--- src/rtl/cfg_loader_pkg.sv ---
package cfg_loader_pkg;
  typedef enum logic [2:0] {
    LD_IDLE,
    LD_SHIFT,
    LD_HOLD,
    LD_STROBE,
    LD_FINISH
  } ld_state_e;
endpackage

--- src/rtl/half_tick_gen.sv ---
module half_tick_gen #(
  parameter int HALF_DIV = 4
) (
  input  logic clk,
  input  logic rst_n,
  input  logic run,
  output logic tick
);
  localparam int CW = $clog2(HALF_DIV) + 1;

  logic [CW-1:0] cnt_q, cnt_d;

  assign tick = run && (cnt_q == CW'(HALF_DIV - 1));

  always_comb begin
    if (!run || tick) cnt_d = '0;
    else              cnt_d = cnt_q + CW'(1);
  end

  always_ff @(posedge clk or negedge rst_n) begin
    if (!rst_n) cnt_q <= '0;
    else        cnt_q <= cnt_d;
  end
endmodule

--- src/rtl/tx_serializer.sv ---
module tx_serializer #(
  parameter int WORD_W = 16,
  parameter int LEN_W  = 5
) (
  input  logic              clk,
  input  logic              rst_n,
  input  logic              load,
  input  logic [WORD_W-1:0] word,
  input  logic [LEN_W-1:0]  eff_len,
  input  logic              shift,
  output logic              sdata
);
  logic [WORD_W-1:0] sh_q, sh_d;

  // Align bit eff_len-1 to the top so it leaves first.
  always_comb begin
    if (load)       sh_d = word << (LEN_W'(WORD_W) - eff_len);
    else if (shift) sh_d = {sh_q[WORD_W-2:0], 1'b0};
    else            sh_d = sh_q;
  end

  always_ff @(posedge clk or negedge rst_n) begin
    if (!rst_n) sh_q <= '0;
    else        sh_q <= sh_d;
  end

  assign sdata = sh_q[WORD_W-1];
endmodule

--- src/rtl/echo_readback.sv ---
module echo_readback #(
  parameter int WORD_W = 16
) (
  input  logic              clk,
  input  logic              rst_n,
  input  logic              clear,
  input  logic              capture,
  input  logic              bit_in,
  input  logic              compare,
  input  logic [WORD_W-1:0] ref_word,
  output logic [WORD_W-1:0] rb_word,
  output logic              rb_match
);
  logic [WORD_W-1:0] rb_q, rb_d;
  logic              match_q, match_d;

  always_comb begin
    rb_d    = rb_q;
    match_d = match_q;
    if (clear)        rb_d = '0;
    else if (capture) rb_d = {rb_q[WORD_W-2:0], bit_in};
    if (compare)      match_d = (rb_q == ref_word);
  end

  always_ff @(posedge clk or negedge rst_n) begin
    if (!rst_n) begin
      rb_q    <= '0;
      match_q <= 1'b0;
    end else begin
      rb_q    <= rb_d;
      match_q <= match_d;
    end
  end

  assign rb_word  = rb_q;
  assign rb_match = match_q;
endmodule

--- src/rtl/cfg_shift_loader.sv ---
module cfg_shift_loader
  import cfg_loader_pkg::*;
#(
  parameter int WORD_W   = 16,
  parameter int HALF_DIV = 4
) (
  input  logic                         clk,
  input  logic                         rst_n,
  input  logic                         req_valid,
  input  logic [WORD_W-1:0]            req_word,
  input  logic [$clog2(WORD_W+1)-1:0]  req_len,
  input  logic                         req_echo,
  output logic                         busy,
  output logic                         done,
  output logic                         sclk,
  output logic                         sdata,
  output logic                         sload,
  input  logic                         secho,
  output logic [WORD_W-1:0]            rb_word,
  output logic                         rb_match
);
  localparam int LEN_W = $clog2(WORD_W + 1);

  // reset: asynchronous assert, synchronous release
  logic rst_meta_q, rst_core_n;
  always_ff @(posedge clk or negedge rst_n) begin
    if (!rst_n) begin
      rst_meta_q <= 1'b0;
      rst_core_n <= 1'b0;
    end else begin
      rst_meta_q <= 1'b1;
      rst_core_n <= rst_meta_q;
    end
  end

  ld_state_e         st_q, st_d;
  logic              ph_q, ph_d;
  logic              sclk_q, sclk_d;
  logic              sload_q, sload_d;
  logic [LEN_W-1:0]  bits_q, bits_d;
  logic [LEN_W-1:0]  eff_q, eff_d;
  logic              echo_q, echo_d;
  logic [WORD_W-1:0] word_q, word_d;
  logic [WORD_W-1:0] prev_q, prev_d;

  logic              accept, tick, tx_shift, cap_en, cmp_en;
  logic [LEN_W-1:0]  req_eff;
  logic [WORD_W-1:0] len_mask;

  assign accept  = req_valid && (st_q == LD_IDLE);
  assign req_eff = (req_len == '0 || req_len > LEN_W'(WORD_W)) ? LEN_W'(WORD_W) : req_len;

  always_comb begin
    for (int i = 0; i < WORD_W; i++) len_mask[i] = (i < int'(eff_q));
  end

  half_tick_gen #(.HALF_DIV(HALF_DIV)) u_tick (
    .clk(clk), .rst_n(rst_core_n), .run(st_q != LD_IDLE), .tick(tick)
  );

  tx_serializer #(.WORD_W(WORD_W), .LEN_W(LEN_W)) u_tx (
    .clk(clk), .rst_n(rst_core_n), .load(accept), .word(req_word),
    .eff_len(req_eff), .shift(tx_shift), .sdata(sdata)
  );

  echo_readback #(.WORD_W(WORD_W)) u_rb (
    .clk(clk), .rst_n(rst_core_n), .clear(accept && req_echo),
    .capture(cap_en), .bit_in(secho), .compare(cmp_en),
    .ref_word(prev_q & len_mask), .rb_word(rb_word), .rb_match(rb_match)
  );

  // next-state logic
  always_comb begin
    st_d     = st_q;
    ph_d     = ph_q;
    sclk_d   = sclk_q;
    sload_d  = sload_q;
    bits_d   = bits_q;
    eff_d    = eff_q;
    echo_d   = echo_q;
    word_d   = word_q;
    prev_d   = prev_q;
    tx_shift = 1'b0;
    cap_en   = 1'b0;
    cmp_en   = 1'b0;
    unique case (st_q)
      LD_IDLE: begin
        if (accept) begin
          st_d   = LD_SHIFT;
          ph_d   = 1'b0;
          bits_d = req_eff;
          eff_d  = req_eff;
          echo_d = req_echo;
          word_d = req_word;
        end
      end
      LD_SHIFT: begin
        if (tick) begin
          if (!ph_q) begin
            sclk_d = 1'b1;
            ph_d   = 1'b1;
            cap_en = echo_q;
          end else begin
            sclk_d = 1'b0;
            ph_d   = 1'b0;
            if (bits_q == LEN_W'(1)) begin
              st_d = LD_HOLD;
            end else begin
              tx_shift = 1'b1;
              bits_d   = bits_q - LEN_W'(1);
            end
          end
        end
      end
      LD_HOLD: begin
        if (tick) begin
          sload_d = 1'b1;
          ph_d    = 1'b0;
          st_d    = LD_STROBE;
        end
      end
      LD_STROBE: begin
        if (tick) begin
          if (!ph_q) begin
            ph_d = 1'b1;
          end else begin
            ph_d    = 1'b0;
            sload_d = 1'b0;
            cmp_en  = echo_q;
            st_d    = LD_FINISH;
          end
        end
      end
      LD_FINISH: begin
        prev_d = word_q;
        st_d   = LD_IDLE;
      end
      default: st_d = LD_IDLE;
    endcase
  end

  // state registers
  always_ff @(posedge clk or negedge rst_core_n) begin
    if (!rst_core_n) begin
      st_q    <= LD_IDLE;
      ph_q    <= 1'b0;
      sclk_q  <= 1'b0;
      sload_q <= 1'b0;
      bits_q  <= '0;
      eff_q   <= '0;
      echo_q  <= 1'b0;
      word_q  <= '0;
      prev_q  <= '0;
    end else begin
      st_q    <= st_d;
      ph_q    <= ph_d;
      sclk_q  <= sclk_d;
      sload_q <= sload_d;
      bits_q  <= bits_d;
      eff_q   <= eff_d;
      echo_q  <= echo_d;
      word_q  <= word_d;
      prev_q  <= prev_d;
    end
  end

  assign busy  = (st_q != LD_IDLE);
  assign done  = (st_q == LD_FINISH);
  assign sclk  = sclk_q;
  assign sload = sload_q;
endmodule

--- config.mk ---
export PLATFORM = sky130hd
export DESIGN_NAME = cfg_shift_loader
export DESIGN_NICKNAME = d
export VERILOG_FILES = /design/src/rtl/cfg_loader_pkg.sv /design/src/rtl/half_tick_gen.sv /design/src/rtl/tx_serializer.sv /design/src/rtl/echo_readback.sv /design/src/rtl/cfg_shift_loader.sv
export SDC_FILE = /design/constraint.sdc
export NUM_CORES = 1
export LEC_CHECK = 0
export BUFFER_PORTS_ARGS = -buffer_cell sky130_fd_sc_hd__buf_2
export CORE_AREA = 4 4 110 112
export DETAILED_ROUTE_END_ITERATION = 8
export DIE_AREA = 0 0 114 116
export HOLD_SLACK_MARGIN = 0.02
export PLACE_DENSITY = 0.65
export REMOVE_ABC_BUFFERS = 1
export SETUP_SLACK_MARGIN = 0.5
export SLEW_MARGIN = 20
export SYNTH_ARGS = -nofsm -noshare
export SYNTH_HDL_FRONTEND = slang
export SYNTH_HIERARCHICAL = 1
export SYNTH_SLANG_ARGS = --single-unit
--- constraint.sdc ---
create_clock -name clk -period 2.7 [get_ports clk]
set_input_delay 0.135 -clock clk [delete_from_list [all_inputs] [get_ports clk]]
set_output_delay 0.135 -clock clk [all_outputs]
set_load 0.01 [all_outputs]
==> results of run 1 <==
layout make-up:
type,count,area (um^2),share of cell area [%]
clock buffers,12,236,3.82
clock inverters,4,32.5,0.525
inverters,22,90.1,1.45
multi-input cells,342,2780,44.9
flip-flops and latches,87,2180,35.2
well taps,143,179,2.89
repair buffers,95,698,11.3
critical path, delay by kind of cell:
family	cells	cell delay, ps
compound gates	2	470
fa+ha+maj	2	530
mux	2	590
simple gates	2	680
buf+inv	4	370
state kept, by name, indices dropped and copies added, names as in the netlist, 3 cells and up:
register / flops
bits_q: 5
eff_q: 5
prev_q: 16
st_q: 3
u_rb/rb_word: 16
u_tick/cnt_q: 3
u_tx/sh_q: 16
word_q: 16
kinds of logic after synthesis:
logic type / count (synthesis) / synth area share, %
compound gates: 76 / 10.5
xor+xnor: 20 / 3.91
fa+ha+maj: 6 / 1.51
buf+inv: 48 / 4.52
flops: 87 / 43.9
mux: 67 / 17.5
other cells: 1 / 0.0756
simple gates: 172 / 18.0
cell usage in the layout, fill, tap and decap left out, drive strengths merged, types with 6 or more instances in the layout:
cell type,n
o21a,6
xnor2,18
o32a,6
clkbuf,12
nor2,25
nand2,66
nor3b,9
o21ai,14
nor2b,14
and2,6
dfrtp,87
nor3,19
ha,6
a21oi,20
mux2i,35
buf,93
mux2,20
mux4,12
inv,21
worst max path at each step:
stage	start	end	slack, ps	cells past startpoint
after CTS	req_len[0]	u_tx/sh_q[13]	190	12
after global routing	req_len[0]	u_tx/sh_q[13]	80	12
final	req_len[0]	u_tx/sh_q[13]	150	12
after detailed placement	req_len[0]	u_tx/sh_q[11]	-470	12
after floorplan	req_len[0]	u_tx/sh_q[13]	-1150	10
after global placement	req_len[0]	u_tx/sh_q[13]	-400	11
per-stage QoR:
step                      hold WS (ps)  total power, W
after floorplan                   -161         0.00366
after global placement           -80.3         0.00436
after detailed placement         -74.8         0.00445
after CTS                         24.8         0.00573
after global routing              35.4         0.00615
final                             18.3         0.00571
Yosys cell counts, types with 7 or more instances:
master | count | area (um^2)
inv_1 | 20 | 75.1
mux4_2 | 7 | 158
nor3_1 | 18 | 90.1
nand2_1 | 66 | 248
mux2_1 | 9 | 101
nor2b_1 | 14 | 87.6
dfrtp_1 | 87 | 2180
a21oi_1 | 20 | 100
mux2i_1 | 34 | 340
xnor2_1 | 18 | 158
clkbuf_1 | 12 | 45.0
o21ai_0 | 13 | 65.1
mux2_2 | 11 | 124
nor2_1 | 24 | 90.1
routing by layer:
| layer | vias up | global-route usage, % | routed length [um] |
|---|---|---|---|
| met1 | 1955 | 27.0 | 5510 |
| met4 | 0 | 4.91 | 102 |
| met5 | - | 0 | 0 |
| met2 | 79 | 32.0 | 5860 |
| li1 | 1841 | - | - |
| met3 | 12 | 4.02 | 494 |
what timing repair did:
item	CTS	global route
buffers inserted	5	0
pin swaps	14	5
hold endpoints to repair	3	0
resized for setup	54	7
hold buffers	2	0
setup endpoints to repair	16	20
cloned	1	0
power breakdown:
part	leakage [nW]	internal [W]	switching [W]
registers	1.09	0.00184	0.000454
logic	1.55	0.00111	0.00118
clock network	0.123	0.000627	0.000500
total	2.76	0.00357	0.00213
==> metrics.cfg, run 1 <==
[status]
status = complete, no violations

[die]
fp.dieH_um = 116
io_pins = 48
dieWidth_um = 114
row_count = 39
start_util_pct = 44.2
fp.coreArea_um2 = 11200
dieArea_um2 = 13200

[placed_design]
dp.cells = 681
portBuffers = 47
place_area_um2 = 5590
place.gp.congestion = 0.875
hpwl_um = 8430
post-place-ws_ps = -470

[cts]
numCtsBuffers = 9
cts_tree = yes
clock_latency_ps = 340
cts_buffer_depth = 2
cts_htree_levels = 3
clock_sinks = 87
clkTransAtPathRegs_ps = 60
cts_root_buf = clkbuf_16

[timing]
fin_crit_ps = 2550
hold_viol = 0
tns_ps = 0
worst_pin_slew_ps = 687
skew_ps = 9.04
timing.fmax_mhz = 392
slew_violations = 0
slew_headroom_pct = 54.2
worst_slack_ps = 151
period_share_pct = 94.4
rsz0062_at_grt = yes
final-setup-viol-count = 0

[critical_path]
slowest_stage = or4_4
worstSetupStartpointType = input pin
cp_slowest_stage_delay_ps = 530
crit_arrival_ps = 2800
rr_worst_depth = 10
r2r_setup_slack_ps = 440
r2r-end = u_tx/sh_q[8]
worstPathCellList = buf_6 > or4_4 > ha_4 > nand2b_4 > inv_4 > clkinv_4 > ha_4 > buf_12 > mux2i_1 > mux4_2 > o32a_1 > a22oi_2
path_max_fanout = 8
r2r-start = u_tick/cnt_q[0]
critPathKind = input pin to flip-flop
endpoint_kind = flip-flop
path_common_cell = ha_4
required_ps = 2950

[power_and_ir_drop]
p_leak_nw = 2.76
p_per_area_nw_per_um2 = 921
ir_drop_mv = 0.435

[synth]
synth_edf_count = 0
synthFlopType = dfrtp_1
ys_warn_count = 6
synth-async-reset-ratio_pct = 100
synthDistinctLibCells = 64
ys_ff_latch = 87
synth_area_um2 = 4960
post_synth.cell_area_avg_um2 = 10.4
synth.yosys.seq_area_share_pct = 43.9
synthCells = 477

[min_path]
hp-class = input pin to flip-flop
hold_path_depth = 3
hold_end = word_q[14]
hold_start = req_word[14]

[job]
cap_violations = 0

[grt]
grt_max_degree = 54
grt_pass1_vias = 4026
grt_use_total_pct = 19.6
antenna_found_initial = 0
grt_overflow = 0
grt_pass1_wl_um = 20700

[layout]
design_area_um2 = 6200
final_util_pct = 55.2
nets = 589
fillCellCount = 1005
synthToLayoutAreaGrowth_pct = 25.0
instances_no_fill = 705
diodes = 0
final_layout_size_suffix_gt1_share_pct = 32.6

[detailed_routing]
vias = 3887
viasPerCell = 5.51
drtPass1Iterations = 4
post_drt_wl_per_cell_um = 17.0
drcViolationCount = 0
ant_nets = 0
wl_um = 12000
dr.first_iter.drc_count = 306

Note: power is estimated with default switching activity, not from simulation.
==> inputs of run 2 (changes only) <==
Settings changed: PLACE_DENSITY 0.65 to not set.
Clock period 2.7 ns to 2.35 ns, I/O delays scaled along.
==> metrics.cfg, run 2 (synthesis results as in run 1) <==
[power_and_ir_drop]
p_comb_share_pct = 43.4
p_leak_nw = 3.02
power_frac_seq_pct = 37.2
p_per_area_nw_per_um2 = 1070
p_switching_w = 0.00273
power.total_w = 0.00719
ir_drop_mv = 0.601
power_switching_share_pct = 38.0
p_int_w = 0.00446
power.share.clock_pct = 19.4

[status]
failed_checks = negative setup slack
status = finished, violations left

[layout]
nets = 618
mostFrequentLayoutCells = dfrtp_1, nand2_1, buf_4
design_area_um2 = 6730
diodes = 0
synthToLayoutAreaGrowth_pct = 35.8
fillCellCount = 923
instances_no_fill = 734
final_layout_size_suffix_gt1_share_pct = 39.6
mostFrequentLayoutCell = dfrtp_1

[grt]
grt_max_degree = 42
grt_use_total_pct = 19.7
antenna_found_initial = 0
grt_pass1_wl_um = 20700
grt_pass1_vias = 4075
grt_overflow = 0

[timing]
fin_hold_ws_ps = 29.1
rsz0062_at_grt = yes
period_share_pct = 109
hold_viol = 0
slew_headroom_pct = 56.7
tns_ps = -1310
worst_slack_ps = -216
timing.fmax_mhz = 390
slew_violations = 0
final-setup-viol-count = 11
skew_ps = 5.02
fin_crit_ps = 2570
worst_pin_slew_ps = 649

[job]
cap_violations = 0

[detailed_routing]
vias = 4008
dr.first_iter.drc_count = 248
post_drt_wl_per_cell_um = 17.6
ant_nets = 0
drcViolationCount = 0
viasPerCell = 5.46
drtPass1Iterations = 4
wl_um = 12900

[critical_path]
endpoint_kind = flip-flop
path_max_fanout = 8
worstSetupStartpointType = input pin
required_ps = 2560
critPathKind = input pin to flip-flop
crit_arrival_ps = 2780

[cts]
cts_buffer_depth = 2
clkTransAtPathRegs_ps = 70
cts_root_buf = clkbuf_16
clock_sinks = 87
clock_latency_ps = 330
cts_tree = yes
numCtsBuffers = 9
cts_htree_levels = 3

[placed_design]
dp.cells = 688
place_area_um2 = 5660
place.gp.congestion = 0.866
hpwl_um = 8840
portBuffers = 47

[die]
row_count = 39
fp.dieH_um = 116
dieArea_um2 = 13200
io_pins = 48
dieWidth_um = 114
start_util_pct = 44.2
fp.coreArea_um2 = 11200

[min_path]
hp-class = input pin to flip-flop

## run 2: changes by cell type in the layout (fill, tap and decap cells not counted), moves of 4 or more
cell and change:
a21oi_1 -4, a21oi_2 +4, buf_4 +13, buf_6 +11, nor3b_4 +5, o21ai_0 -4
## run 2: layout make-up
type	instances	area, um^2	share of cell area [%]
multi-input combinational	342	2980	44.3
inverter	22	92.6	1.37
clock inverter	6	51.3	0.762
tap	143	179	2.66
clock buffer	10	239	3.55
timing repair buffer	124	1010	15.0
sequential	87	2180	32.4
## run 2: repair_timing
item / 4_1_cts / 5_1_grt
pin swaps: 17 / 18
hold endpoints to repair: 4 / 0
setup endpoints to repair: 38 / 41
hold buffers: 3 / 0
buffers inserted: 9 / 15
cloned: 2 / 1
gates resized for setup: 66 / 54
## run 2: critical path, cell delays in order
cell and delay (ps):
buf_6 90, or4_4 540, ha_4 260, nand2b_4 150, inv_4 70, clkinv_4 50, ha_4 310, buf_12 160
mux2i_2 310, mux4_2 320, nor3_1 50, o32a_1 330
## run 2: worst paths after layout
path                            cells past startpoint  slack [ps]          from            end
min in group asynchronous                           2          90         rst_n     rst_core_n
worst min register to register                      0         320    rst_core_n     prev_q[14]
worst max register to register                      9         190       st_q[1]  u_tx/sh_q[13]
worst max-delay path                               12        -220    req_len[3]  u_tx/sh_q[15]
max in group asynchronous                           1        1400    rst_core_n        st_q[1]
worst min-delay path                                3          30  req_word[15]     word_q[15]
## run 2: power groups by stage
stage,combinational (W),clock [W],sequential [W]
6_report,0.00312,0.00139,0.00268
5_1_grt,0.00342,0.00149,0.00277
4_1_cts,0.00278,0.00143,0.00266
3_5_place_dp,0.00249,0,0.00268
3_3_place_gp,0.00241,0,0.00265
2_1_floorplan,0.00156,0,0.00265
## run 2: stage by stage
stage / util, % / setup slack, ps
floorplan: - / -1480
global placement: 50.4 / -720
detailed placement: 50.4 / -792
CTS: 56.9 / -160
global route: 60.0 / -259
finish: 60.0 / -216
## run 2: per-layer routing
layer  track usage [%]  up-vias  share of wire, %  routed length, um
li1                  -     1908                 -                  -
met4              5.23        0              0.99                127
met1              26.8     2017                45               5820
met3              3.24       10               3.5                450
met5                 0        -                 0                  0
met2              32.9       73                50               6490
